$ cat config.mk
export PLATFORM = sky130hd
export DESIGN_NAME = cart_prg_bank
export DESIGN_NICKNAME = d
export VERILOG_FILES = /design/src/rtl/cart_bank_pkg.sv /design/src/rtl/cart_reg_decode.sv /design/src/rtl/cart_reg_file.sv /design/src/rtl/cart_rd_mux.sv /design/src/rtl/cart_prg_map.sv /design/src/rtl/cart_prg_bank.sv
export SDC_FILE = /design/constraint.sdc
export NUM_CORES = 1
export LEC_CHECK = 0
export ABC_AREA = 1
export BUFFER_PORTS_ARGS = -buffer_cell sky130_fd_sc_hd__buf_2
export CORE_ASPECT_RATIO = 1.4
export CORE_MARGIN = 8
export CORE_UTILIZATION = 40
export CTS_CLUSTER_SIZE = 14
export DETAILED_ROUTE_END_ITERATION = 8
export PLACE_DENSITY_LB_ADDON = 0.15
export SLEW_MARGIN = 25
export SYNTH_ARGS = -nofsm -noshare
export SYNTH_HDL_FRONTEND = slang
export SYNTH_HIERARCHICAL = 1
export SYNTH_SLANG_ARGS = --single-unit
$ cat constraint.sdc
create_clock -name clk_i -period 0.8 [get_ports clk_i]
set_input_delay 0.08 -clock clk_i [delete_from_list [all_inputs] [get_ports clk_i]]
set_output_delay 0.08 -clock clk_i [all_outputs]
set_load 0.01 [all_outputs]
$ cat src/rtl/cart_bank_pkg.sv
package cart_bank_pkg;
  localparam int unsigned CPU_AW   = 16;
  localparam int unsigned REG_W    = 8;
  localparam int unsigned REG_N    = 16;
  localparam int unsigned SEL_W    = $clog2(REG_N);
  localparam int unsigned BANK_W   = 5;
  localparam int unsigned ADC_W    = 4;
  localparam int unsigned WIN_LSB  = 14;
  localparam int unsigned ROM_AW   = BANK_W + WIN_LSB;
  localparam int unsigned REG_BANK_LO = 1;
  localparam int unsigned REG_BANK_HI = 2;

  typedef enum logic [1:0] {
    WIN_LO16 = 2'b00,
    WIN_LO16B = 2'b01,
    WIN_MID8 = 2'b10,
    WIN_TOP8 = 2'b11
  } cpu_win_e;
endpackage

$ cat src/rtl/cart_reg_decode.sv
module cart_reg_decode #(
  parameter int unsigned REG_N = 16,
  parameter int unsigned SEL_W = $clog2(REG_N)
) (
  input  logic [4:0]       win_i,   // address bits 15..11
  input  logic [SEL_W-1:0] sel_i,
  input  logic             wr_i,
  input  logic             rd_i,
  output logic [REG_N-1:0] wr_en_o,
  output logic             rd_oe_o
);
  logic hit;

  // mask: bit15=0, bit13=0, bit12=1, bit11=1; bit14 picks the high range
  assign hit     = ~win_i[4] & ~win_i[2] & win_i[1] & win_i[0];
  assign rd_oe_o = rd_i & hit & win_i[3];

  for (genvar g = 0; g < REG_N; g++) begin : g_wen
    assign wr_en_o[g] = wr_i & hit & (sel_i == SEL_W'(g));
  end
endmodule

$ cat src/rtl/cart_reg_file.sv
module cart_reg_file #(
  parameter int unsigned REG_N = 16,
  parameter int unsigned REG_W = 8
) (
  input  logic                   clk_i,
  input  logic                   rst_ni,
  input  logic [REG_N-1:0]       wr_en_i,
  input  logic [REG_W-1:0]       wdata_i,
  output logic [REG_N*REG_W-1:0] regs_o
);
  for (genvar g = 0; g < REG_N; g++) begin : g_reg
    logic [REG_W-1:0] q;
    always_ff @(posedge clk_i or negedge rst_ni) begin
      if (!rst_ni)        q <= '0;
      else if (wr_en_i[g]) q <= wdata_i;
    end
    assign regs_o[g*REG_W +: REG_W] = q;
  end
endmodule

$ cat src/rtl/cart_rd_mux.sv
module cart_rd_mux #(
  parameter int unsigned REG_W = 8,
  parameter int unsigned ADC_W = 4,
  parameter int unsigned SEL_W = 4
) (
  input  logic [SEL_W-1:0] sel_i,
  input  logic             oe_i,
  input  logic [ADC_W-1:0] adc_i,
  output logic [REG_W-1:0] data_o
);
  always_comb begin
    data_o = '0;
    if (oe_i && sel_i == '0) data_o = REG_W'(adc_i);
  end
endmodule

$ cat src/rtl/cart_prg_map.sv
module cart_prg_map
  import cart_bank_pkg::*;
#(
  parameter int unsigned BANK_W = 5,
  parameter int unsigned WIN_B  = 14,
  parameter int unsigned ROM_AW = BANK_W + WIN_B
) (
  input  logic [WIN_B+1:0]  addr_i,
  input  logic              rd_i,
  input  logic [BANK_W-1:0] bank_lo_i,
  input  logic [BANK_W-1:0] bank_hi_i,
  output logic [ROM_AW-1:0] rom_addr_o,
  output logic              rom_ce_o
);
  cpu_win_e win;

  assign win      = cpu_win_e'(addr_i[WIN_B:WIN_B-1]);
  assign rom_ce_o = rd_i & addr_i[WIN_B+1];

  always_comb begin
    rom_addr_o = '0;
    if (addr_i[WIN_B+1]) begin
      unique case (win)
        WIN_LO16, WIN_LO16B: rom_addr_o = {bank_lo_i, addr_i[WIN_B-1:0]};
        // only the lower half of the chosen 16K bank is reachable
        WIN_MID8: rom_addr_o = {bank_hi_i, 1'b0, addr_i[WIN_B-2:0]};
        // fixed: upper half of the last bank
        WIN_TOP8: rom_addr_o = {{BANK_W{1'b1}}, 1'b1, addr_i[WIN_B-2:0]};
        default:  rom_addr_o = '0;
      endcase
    end
  end
endmodule

$ cat src/rtl/cart_prg_bank.sv
module cart_prg_bank
  import cart_bank_pkg::*;
#(
  parameter int unsigned P_REG_N  = REG_N,
  parameter int unsigned P_REG_W  = REG_W,
  parameter int unsigned P_BANK_W = BANK_W,
  parameter int unsigned P_ADC_W  = ADC_W,
  localparam int unsigned P_SEL_W  = $clog2(P_REG_N),
  localparam int unsigned P_ROM_AW = P_BANK_W + WIN_LSB
) (
  input  logic                       clk_i,
  input  logic                       rst_ni,
  input  logic [CPU_AW-1:0]          cpu_addr_i,
  input  logic [P_REG_W-1:0]         cpu_wdata_i,
  input  logic                       cpu_wr_i,
  input  logic                       cpu_rd_i,
  input  logic [P_ADC_W-1:0]         adc_i,
  output logic [P_REG_W-1:0]         rd_data_o,
  output logic                       rd_oe_o,
  output logic [P_ROM_AW-1:0]        prg_addr_o,
  output logic                       prg_ce_o,
  output logic [1:0]                 video_mode_o,
  output logic [P_REG_N*P_REG_W-1:0] regs_o
);
  logic [P_REG_N-1:0] wr_en;

  cart_reg_decode #(.REG_N(P_REG_N), .SEL_W(P_SEL_W)) u_dec (
    .win_i   (cpu_addr_i[15:11]),
    .sel_i   (cpu_addr_i[P_SEL_W-1:0]),
    .wr_i    (cpu_wr_i),
    .rd_i    (cpu_rd_i),
    .wr_en_o (wr_en),
    .rd_oe_o (rd_oe_o)
  );

  cart_reg_file #(.REG_N(P_REG_N), .REG_W(P_REG_W)) u_rf (
    .clk_i   (clk_i),
    .rst_ni  (rst_ni),
    .wr_en_i (wr_en),
    .wdata_i (cpu_wdata_i),
    .regs_o  (regs_o)
  );

  cart_rd_mux #(.REG_W(P_REG_W), .ADC_W(P_ADC_W), .SEL_W(P_SEL_W)) u_rd (
    .sel_i  (cpu_addr_i[P_SEL_W-1:0]),
    .oe_i   (rd_oe_o),
    .adc_i  (adc_i),
    .data_o (rd_data_o)
  );

  cart_prg_map #(.BANK_W(P_BANK_W), .WIN_B(WIN_LSB), .ROM_AW(P_ROM_AW)) u_map (
    .addr_i     (cpu_addr_i[WIN_LSB+1:0]),
    .rd_i       (cpu_rd_i),
    .bank_lo_i  (regs_o[REG_BANK_LO*P_REG_W +: P_BANK_W]),
    .bank_hi_i  (regs_o[REG_BANK_HI*P_REG_W +: P_BANK_W]),
    .rom_addr_o (prg_addr_o),
    .rom_ce_o   (prg_ce_o)
  );

  assign video_mode_o = regs_o[REG_BANK_LO*P_REG_W + P_REG_W-2 +: 2];
endmodule

# Yosys cells after proc, flatten, opt, wreduce, memory -nomap -nowiden

Cells that the tools add are included.

Equality and inequality tests: 18
Multiplexer cells: 3
Bitwise gates (word level): 25
Reduce and logical (&&, ||, !) cells: 4

Operators with widths:

| kind               | number |
|---|---|
| $pmux 19 s3        | 1 |
| $eq 4x4->1 const B | 8 |
| $and 1x1->1        | 23 |
| $mux 19            | 1 |
| $eq 4x3->1 const B | 4 |
| $eq 4x2->1 const B | 2 |
| $eq 2x2->1 const B | 2 |
| $eq 4x1->1 const B | 1 |
| $logic_not 4->1    | 1 |
| $mux 4             | 1 |
| $eq 2x1->1 const B | 1 |
| $logic_not 2->1    | 1 |
| $not 1->1          | 2 |
| $reduce_or 2->1    | 1 |
| $logic_and 1x1->1  | 1 |

Bits of input ports: 32
Word-level logic and storage cells: 66
Register bits: 128

# Depth between registers and ports, before layout

Gate-level depths: netlist (run 1).

Depth after elaboration: 8
Mapped depth: 9
Gate-level depth less buffers: 7

# Hierarchy

Netlist (run 1), hierarchy kept.

Modules (own cells, without submodules):

| module          | cells an instance | seq. area each (sq um) | instances | area an instance (sq um) |
|---|---|---|---|---|
| cart_reg_file   | 560               | 3,203.1                | 1         | 5,084.9 |
| cart_reg_decode | 54                | 0.0                    | 1         | 256.5 |
| cart_prg_map    | 49                | 0.0                    | 1         | 195.2 |
| cart_rd_mux     | 16                | 0.0                    | 1         | 81.3 |
| cart_prg_bank   | 2                 | 0.0                    | 1         | 15.0 |

# Worst setup path after synthesis (run 1)

Ideal clock, no wire load.

Kind: input port to flip-flop
Start: in cpu_addr_i[12]
End: reg u_rf.g_reg[5].q[0]
Slack: -0.140 ns
Stages on the path: 9
Arrival time: 0.823 ns
Path through: nand2_1 > inv_1 > nand3_4 > buf_6 > nor2_2 > buf_6 > inv_2 > nand2_1 > nand2_1

Word-level cells in the longest chain between the ends: 4

RTL lines:

| item                      | line                  | RTL |
|---|---|---|
| from (decl)               | cart_prg_bank.sv:13   | `input logic [CPU_AW-1:0] cpu_addr_i,` |
| $and 1x1->1 (2 in series) | cart_reg_decode.sv:15 | `assign hit = ~win_i[4] & ~win_i[2] & win_i[1] & win_i[0];` |
| $and 1x1->1 (2 in series) | cart_reg_decode.sv:19 | `assign wr_en_o[g] = wr_i & hit & (sel_i == SEL_W'(g));` |
| net wr_en[5]              | cart_prg_bank.sv:25   | `logic [P_REG_N-1:0] wr_en;` |
| to (signal assigned)      | cart_reg_file.sv:15   | `else if (wr_en_i[g]) q <= wdata_i;` |
| to (decl)                 | cart_reg_file.sv:12   | `logic [REG_W-1:0] q;` |

The timed path passes the listed nets, and every way through them passes these cells.
A chain may end at the register's enable or synchronous reset.

# Worst setup path in the final report (run 1)

Start: reg u_rf.g_reg[1].q[0]
End: out prg_addr_o[14]

Word-level cells in the longest chain between the ends: 2

RTL lines:

| item                   | line                | RTL |
|---|---|---|
| from (decl)            | cart_reg_file.sv:12 |  |
| from (signal assigned) | cart_reg_file.sv:15 |  |
| $pmux 19 s3            | cart_prg_map.sv:23  | `unique case (win)` |
| $mux 19                | cart_prg_map.sv:22  | `if (addr_i[WIN_B+1]) begin` |
| to (decl)              | cart_prg_bank.sv:20 | `output logic [P_ROM_AW-1:0] prg_addr_o,` |

Every way passes these cells. The select of a mux whose other input is x is not followed.

==> metrics, run 1 <==
status finished, violations left; violated checks setup timing; critical path startpoint category register; Critical Path Sink Type primary output; fill count 1217; CTS sink cnt 128; max_cap viols 0; GRT Total Usage 19.9%; Detailed Place HPWL 12200 um; Reg2Reg Launch Point u_rf/g_reg[1].q[1]$_DFFE_PN0P_; Regs by FF count u_rf/g.q (128); Slew @ Worst Pin 0.590 ns; Synth Area in Compound Gates 0.444%; simple logic cell fraction of the synthesized area 31.9%; mean routed wirelength per cell 15.9 um; core area around 0.014 mm^2; family with the most delay on the worst path flip-flops; PD cells 1940 mW/mm^2; worst-path maximum fanout 2; DIE HEIGHT between 150 and 200 um; total gr overflow 0; Hold Crit Start cpu_wdata_i[6]; Max IR drop VDD 0.00161 V; Critical path origin u_rf/g_reg[1].q[0]$_DFFE_PN0P_; Clock transition at path regs 0.06 ns; Final Hold Fails 0; maximum clock path buffer count 2; average size of a mapped cell just over 8 um^2; Nets 1004; fin crit share 151%; largest family of logic cells by synthesized area simple AND/OR/NAND/NOR gates; Hold Crit Class in2reg; Crit path largest cell delay 0.39 ns; Achievable Freq 0.829 GHz; Seq/Total Area, Yosys between 50 and 60%; Reg with most FFs u_rf/g.q; H-tree levels 4; post-synthesis register bit count 128; LEAKAGE 5.26 nW; Finished Cell Area between 0.008 and 0.009 mm^2; post-route setup slack -0.406 ns; I/O pins around 190; Yosys cell types 17; initial antenna violation count 0; diode count 0; Inserted Clock Buffers 17; WL final 18600 um; Via density 4.51; Antenna Nets Post-Route 0; RePlAce Congestion 0.823; Clk Latency, worst-skew pair roughly 0.40 ns; mux share of post-synthesis cell area 0%; Ys Warns 6; unrepaired setup endpoints after global routing yes; initial core utilization 40.7%; Synth Area in XOR/XNOR 0%; max FFs per register about 130; Slew Viols, Final 0; Mapped Cells slightly below 700; CTS tree done; critical path required time 0.72 ns; floorplan row count 51; vias in the first global route about 5400; largest net degree at the start of global routing 75; post-route minimum period between 1 and 1.5 ns; Post-Synth Adder-Cell Area 0%; Clock Skew 0 ns; DIE AREA ~0.018 mm^2; Post-Syn Area 0.00563 mm^2; CTS root buf clkbuf_16; CP bufs+invs 1; final setup vio count 221; 1st-iter DRT viols 289; Arr. time, crit path 1.13 ns; Slew headroom 60.7%; residual DRC count 0; die width 116 um; Initial DRT Pass Iterations 4; critical setup path kind reg2out; global-route wire length before repair 27700 um; Crit-path slowest cell dfrtp_1; setup TNS -32.98 ns; fraction of layout cells with a size suffix above 1 50.8%; post-placement cell area around 0.0068 mm^2; Via Count 5281; PortBufs 186; CP Cell Sequence o21ai_1, nor2_1, buf_2; area grow syn2layout 57.8%
[cell families after synthesis]
| family | after synthesis |
|---|---|
| other cells | 1 |
| simple gates | 463 |
| flops | 128 |
| buf+inv | 84 |
| compound gates | 5 |
[final timing paths]
kind                                              endpoint  slack (ns)  depth (start not counted)
max in group asynchronous   u_rf/g_reg[4].q[7]$_DFFE_PN0P_        0.22                          3
min in group asynchronous  u_rf/g_reg[10].q[1]$_DFFE_PN0P_        0.22                          3
setup / recovery                            prg_addr_o[14]       -0.41                          3
hold / removal              u_rf/g_reg[0].q[6]$_DFFE_PN0P_        0.14                          3
setup reg to reg            u_rf/g_reg[1].q[1]$_DFFE_PN0P_       -0.05                          4
hold reg to reg             u_rf/g_reg[4].q[2]$_DFFE_PN0P_        0.47                          2
[cell usage in the layout, fill, tap and decap left out, drive strengths merged]
cell type / synthesis / final
nand2: 421 / 421
buf: 41 / 308
dfrtp: 128 / 128
inv: 43 / 44
nor2: 40 / 40
clkbuf: 0 / 20
clkinv: 0 / 7
o21ai: 5 / 5
bufinv: 0 / 4
conb: 1 / 4
nand3: 2 / 2
clkinvlp: 0 / 1
dlygate4sd3: 0 / 1
[metal layers]
metal / up-vias / share of wire [%] / routed length, um / global-route usage, %
met5: - / 0 / 0 / 0
met4: 0 / 0.93 / 174 / 6.70
met3: 15 / 6.6 / 1240 / 5.67
met2: 150 / 54 / 10100 / 35.0
met1: 2547 / 38 / 7130 / 22.3
li1: 2569 / - / - / -
[tightest hold or removal path, cell delays in order]
cell     delay, ns
buf_2         0.27
nand2_2       0.11
nand2_1       0.04
[power breakdown]
group	internal (mW)	leakage (nW)	switching [mW]
Combinational	0.937	3.19	1.12
Sequential	6.79	1.77	0.209
Clock	5.31	0.307	2.89
[cells in the mapped netlist]
cell type | n | area, um^2
nand2_2 | 3 | 18.8
nand2_1 | 418 | 1570
nor2_1 | 29 | 109
conb_1 | 1 | 3.75
nand3_2 | 1 | 10.0
nand3_4 | 1 | 17.5
buf_8 | 1 | 15.0
buf_6 | 31 | 349
nor2_2 | 10 | 62.6
buf_2 | 1 | 5.00
buf_4 | 7 | 52.6
buf_12 | 1 | 20.0
dfrtp_1 | 128 | 3200
nor2_4 | 1 | 11.3
inv_2 | 16 | 60.1
o21ai_0 | 5 | 25.0
inv_1 | 27 | 101
[cell type report]
| class | instances | area (um^2) | area share, % |
|---|---|---|---|
| Sequential cell | 128 | 3200 | 36.0 |
| Timing Repair Buffer | 310 | 2350 | 26.4 |
| Clock inverter | 13 | 186 | 2.10 |
| Inverter | 43 | 196 | 2.21 |
| Multi-Input combinational cell | 472 | 2280 | 25.7 |
| Tap cell | 185 | 231 | 2.60 |
| Clock buffer | 19 | 443 | 4.98 |
[through the flow]
step / utilization [%] / power, mW / worst slack, ns / hold slack [ns] / instances
after detailed placement: 48.8 / 8.60 / -0.477 / 0.112 / 1054
after CTS: 57.3 / 17.1 / -0.421 / 0.110 / 1136
final: 64.2 / 17.2 / -0.406 / 0.145 / 1170
after global routing: 64.2 / 17.9 / -0.463 / 0.138 / 1170
after floorplan: - / 7.80 / -0.135 / -0.216 / 684
after global placement: 48.8 / 8.56 / -0.460 / 0.107 / 1054
[timing repair]
item	CTS	global route
gates cloned	0	2
hold endpoints to repair	128	0
setup endpoints to repair	171	238
resized for setup	42	205
buffers inserted	50	44
pin swaps	10	82
hold buffers	1	0
Power figures use the tool's default switching activity.
==> run 2, diff against run 1 <==
==> constraint.sdc (replaced) <==
create_clock -name clk_i -period 1 [get_ports clk_i]
set_input_delay 0.1 -clock clk_i [delete_from_list [all_inputs] [get_ports clk_i]]
set_output_delay 0.1 -clock clk_i [all_outputs]
set_load 0.005 [all_outputs]
==> run 2 against run 1 <==
Effect of this change:
- the flow still finishes with violations (setup timing)
- critical path type unchanged
- final cell count down 0.26%
- first-iteration DRC count up 31%
- die area unchanged
- non-clock buffer count up 1
- final area down 10%
- sequential cell count unchanged
- setup slack better by 0.17 ns
- via count up 0.11%
- sequential share of layout area up 4.1 points
==> metrics, run 2 (synthesis gave the netlist of run 1 again) <==
commonest non-fill, non-tap cell in the layout nand2_1; WL final roughly 18000 um; Clock Skew 0 ns; leading cell types in the layout, fill and taps excluded nand2_1 (416), buf_2 (178), dfrtp_1 (128); Seq pwr share 45.4%; critical setup path kind reg2out; area grow syn2layout 41.6%; post-route minimum period 1.24 ns; switching power between 2 and 3 mW; Max IR drop VDD slightly below 0.0009 V; die width 116 um; Via density 4.53; CTS sink cnt 128; CTS tree done; post-route setup slack -0.238 ns; PD cells 1540 mW/mm^2; Cell Count, Final, Fillers Out ~1200; initial antenna violation count 0; Inserted Clock Buffers 17; critical path startpoint category register; Regs by FF count u_rf/g.q (128); floorplan row count 51; final setup vio count 116; Slew Viols, Final 0; H-tree levels 4; RePlAce Congestion 0.783; CP Cell Sequence o21ai_1, nor2_1, buf_2; Arr. time, crit path 1.14 ns; Clock transition at path regs about 0.050 ns; dpl cells 1062; switching share of power 24.1%; DIE AREA roughly 0.018 mm^2; Final Util 57.6%; DR WL met2 8920 um; Gate power share 10.9%; violated checks setup timing; Nets 1006; cell depth of the worst min-delay path 3; status finished, violations left; met1 wire length 7420 um; critical path required time approximately 0.90 ns; Crit path largest cell delay 0.40 ns; Reg with most FFs u_rf/g.q; CTS root buf clkbuf_16; Tot Pwr 12.3 mW; I/O pins 191; reg2reg path depth 4; Clk Latency, worst-skew pair 0.40 ns; mean routed wirelength per cell roughly 15 um; 1st-iter DRT viols 378; worst-path maximum fanout 2; Crit-path slowest cell dfrtp_1; LEAKAGE 5.06 nW; Via Count 5287; Initial DRT Pass Iterations 5; setup TNS -3.60 ns; largest net degree at the start of global routing 34; initial core utilization between 40 and 50%; total gr overflow 0; Internal Pwr Total 9.33 mW; Hold Crit Class in2reg; met3 WL 1170 um; PortBufs 186; residual DRC count 0; diode count 0; Antenna Nets Post-Route 0; maximum clock path buffer count 2; worst slack at placement -0.324 ns; fin crit share 124%; global-route wire length before repair 27100 um; Achievable Freq 0.808 GHz; core area roughly 0.014 mm^2; DIE HEIGHT 156 um; max FFs per register 128; Detailed Place HPWL 12100 um; Final Hold Fails 0; GRT Total Usage 19.3%; unrepaired setup endpoints after global routing yes; Clk pwr share a little over two fifths; highest routed layer met4; max_cap viols 0; Finished Cell Area 0.00798 mm^2; worst hold margin 0.141 ns; Critical Path Sink Type primary output; fraction of layout cells with a size suffix above 1 a little under two fifths; vias in the first global route 5245; post-placement cell area 0.00679 mm^2
## run 2: worst paths after layout
kind                                                 from                              end  slack, ns
max                        u_rf/g_reg[1].q[3]$_DFFE_PN0P_                   prg_addr_o[17]      -0.24
min                                        cpu_wdata_i[4]   u_rf/g_reg[2].q[4]$_DFFE_PN0P_       0.14
max reg2reg                u_rf/g_reg[9].q[2]$_DFFE_PN0P_   u_rf/g_reg[9].q[2]$_DFFE_PN0P_       0.15
min reg2reg                u_rf/g_reg[7].q[5]$_DFFE_PN0P_   u_rf/g_reg[7].q[5]$_DFFE_PN0P_       0.47
max in group asynchronous                          rst_ni  u_rf/g_reg[14].q[5]$_DFFE_PN0P_       0.35
min in group asynchronous                          rst_ni  u_rf/g_reg[10].q[0]$_DFFE_PN0P_       0.16
## run 2: per-layer routing
| metal | vias to the layer above | GRT usage, % |
|---|---|---|
| met3 | 24 | 4.97 |
| met5 | - | 0 |
| met1 | 2525 | 23.3 |
| met4 | 0 | 5.83 |
| li1 | 2570 | - |
| met2 | 168 | 32.9 |
## run 2: power by group through the flow
stage               Clock [mW]  Sequential (mW)  Combinational, mW
finish                    5.36             5.58               1.34
global placement             0             5.66               1.08
CTS                       5.47             5.58               1.27
floorplan                    0             5.67              0.445
global route              5.72             5.60               1.49
detailed placement           0             5.67               1.11
## run 2: what timing repair did
action,CTS,global route
gates cloned,0,1
pin swaps,8,6
buffers inserted,49,27
hold buffers,1,0
endpoints found under the setup margin,139,154
endpoints found under the hold margin,128,0
resized for setup,15,10
## run 2: area by class of cell
class	instances	area [um^2]
Clock buffer	21	470
Tap cell	185	231
Multi-Input combinational cell	473	1880
Inverter	43	161
Timing Repair Buffer	311	1990
Fill cell	1311	5870
Clock inverter	6	38.8
Sequential cell	128	3200
## run 2: critical path: cells and delay by family, from the launching register on
family,cells,cell delay [ns]
DFF,1,0.40
AOI/OAI and AO/OA,1,0.14
and+or+nand+nor,1,0.07
buffers and inverters,1,0.12
==> run 3, diff against run 2 <==
Settings changed: CTS_BUF_LIST set to sky130_fd_sc_hd__clkbuf_8, MAX_ROUTING_LAYER set to met4.
Clock period 1 ns to 1.1 ns, I/O delays scaled along.
==> run 3 against run 2 <==
Effect of this change:
- clock-buffer cell count fell by 3
- worst hold slack worse by 0.0075 ns
- sequential share of layout area is 2.1 points higher
- the flow still finishes with violations (setup timing)
- final cell count is 3.3% lower
- largest cell class unchanged
- via count shrank 4.2%
- global-route usage grew 0.33 points
- power decreased by 16%
- first-iteration DRC count fell by 33%
- critical path depth unchanged
- utilization is 2.9 points lower
- critical path type unchanged
- final area down 5.0%
- die area unchanged
==> metrics, run 3 (synthesis gave the netlist of run 1 again) <==
1st-iter DRT viols ~260; core area between 0.01 and 0.015 mm^2; fill count 1314; Gate power share 10.8%; initial core utilization around two fifths; Hold Crit Class in2reg; Slew @ Worst Pin 0.504 ns; residual DRC count 0; die width 116 um; LEAKAGE 4.80 nW; Critical path origin u_rf/g_reg[1].q[2]$_DFFE_PN0P_; worst slack at placement -0.237 ns; switching power 2.61 mW; Clock Skew 0 ns; critical path startpoint category register; max FFs per register ~130; Clk pwr share 40.2%; worst-path maximum fanout 2; post-route setup slack -0.137 ns; worst hold margin 0.134 ns; violated checks setup timing; Clk Latency, worst-skew pair 0.41 ns; post-route minimum period 1.24 ns; CTS sink cnt 128; busiest grt layer met2; global-route wire length before repair 26600 um; floorplan row count 51; cell depth of the worst min-delay path 3; initial antenna violation count 0; Internal Pwr Total 7.72 mW; Reg with most FFs u_rf/g.q; diode count 0; Final Hold Fails 0; Max IR drop VDD 0.000822 V; largest net degree at the start of global routing 36; register area 0.00320 mm^2; commonest non-fill, non-tap cell in the layout nand2_1; unrepaired setup endpoints after global routing yes; Initial DRT Pass Iterations 4; fin crit share 112%; Achievable Freq 0.809 GHz; Regs by FF count u_rf/g.q (128); RePlAce Congestion 0.778; Critical Path Sink Type primary output; CTS tree done; vias in the first global route 5039; GR Util met1 23.9%; critical setup path kind reg2out; mean routed wirelength per cell 15.1 um; Via Count 5063; area of the multi-input gates roughly 0.0019 mm^2; final setup vio count 10; Detailed Place HPWL 12000 um; Nets 963; critical path required time 0.99 ns; Slew headroom 66.4%; Antenna Nets Post-Route 0; Slew Viols, Final 0; DIE AREA 0.0182 mm^2; PortBufs 186; DIE HEIGHT 156 um; GRT Total Usage 19.7%; Inserted Clock Buffers 17; max_cap viols 0; Hold Crit Start cpu_wdata_i[3]; GRT met3 Usage 4.59%; met2 Usage GRT 31.2%; I/O pins 191; total gr overflow 0; Seq pwr share 49.0%; WL final around 17000 um; reg2reg path depth 4; fraction of layout cells with a size suffix above 1 35.4%; status finished, violations left; PD cells roughly 1400 mW/mm^2; CTS root buf clkbuf_8; maximum clock path buffer count 2; Reg2Reg Launch Point u_rf/g_reg[2].q[3]$_DFFE_PN0P_; Tot Pwr 10.3 mW; Arr. time, crit path 1.13 ns; leading cell types in the layout, fill and taps excluded nand2_1 (417), buf_2 (180), dfrtp_1 (128); Via density 4.49; switching share of power 25.3%; area grow syn2layout 34.6%; Clock transition at path regs 0.08 ns; H-tree levels 4
run 3: cell types whose count changed in the layout (fill, tap and decap cells not counted), sizes merged:
cell,previous run,this run
nand3,3,2
clkbuf,22,18
bufinv,0,3
buf,309,268
inv,43,46
clkinv,4,5
run 3: stage by stage:
step	TNS, ns	cell area [um^2]	std cells	utilization (%)
3_5_place_dp	-17.77	6800	1056	49.1
5_1_grt	-2.39	7580	1128	54.7
4_1_cts	-1.41	7300	1097	52.7
3_3_place_gp	-15.79	6800	1056	49.1
2_1_floorplan	0	5640	684	-
6_report	-0.941	7580	1128	54.7
run 3: worst paths after layout:
check / endpoint / slack, ns
max reg2reg: u_rf/g_reg[2].q[3]$_DFFE_PN0P_ / 0.24
min reg2reg: u_rf/g_reg[5].q[1]$_DFFE_PN0P_ / 0.47
max: prg_addr_o[16] / -0.14
max in group asynchronous: u_rf/g_reg[15].q[5]$_DFFE_PN0P_ / 0.44
min: u_rf/g_reg[5].q[3]$_DFFE_PN0P_ / 0.13
min in group asynchronous: u_rf/g_reg[10].q[1]$_DFFE_PN0P_ / 0.18
run 3: final cells by class:
type / count / area share [%]
Sequential cell: 128 / 42.3
Multi-Input combinational cell: 472 / 24.4
Timing Repair Buffer: 269 / 22.7
Clock buffer: 18 / 3.27
Tap cell: 185 / 3.05
Clock inverter: 13 / 2.15
Inverter: 43 / 2.13
run 3: layer usage:
layer / vias up / part of all wire (%)
met2: 156 / 49
met5: - / 0
met1: 2395 / 43
met4: 0 / 1.9
met3: 20 / 6.1
li1: 2492 / -
run 3: timing repair:
item / CTS / global route
buffers inserted: 9 / 31
pin swaps: 2 / 5
hold buffers: 1 / 0
gates resized for setup: 8 / 11
setup endpoints to repair: 17 / 78
endpoints found under the hold margin: 128 / 0
run 3: worst max-delay path, cell delays in order (launching register included):
cell	delay [ns]
dfrtp_1	0.41
o21ai_1	0.13
nor2_1	0.06
buf_2	0.12
run 3: power groups by stage:
stage	Combinational, mW	Clock, mW	Sequential, mW
floorplan	0.405	0	5.16
global placement	0.980	0	5.15
detailed placement	1.00	0	5.15
CTS	1.05	4.27	5.06
global route	1.25	4.47	5.09
finish	1.11	4.15	5.06
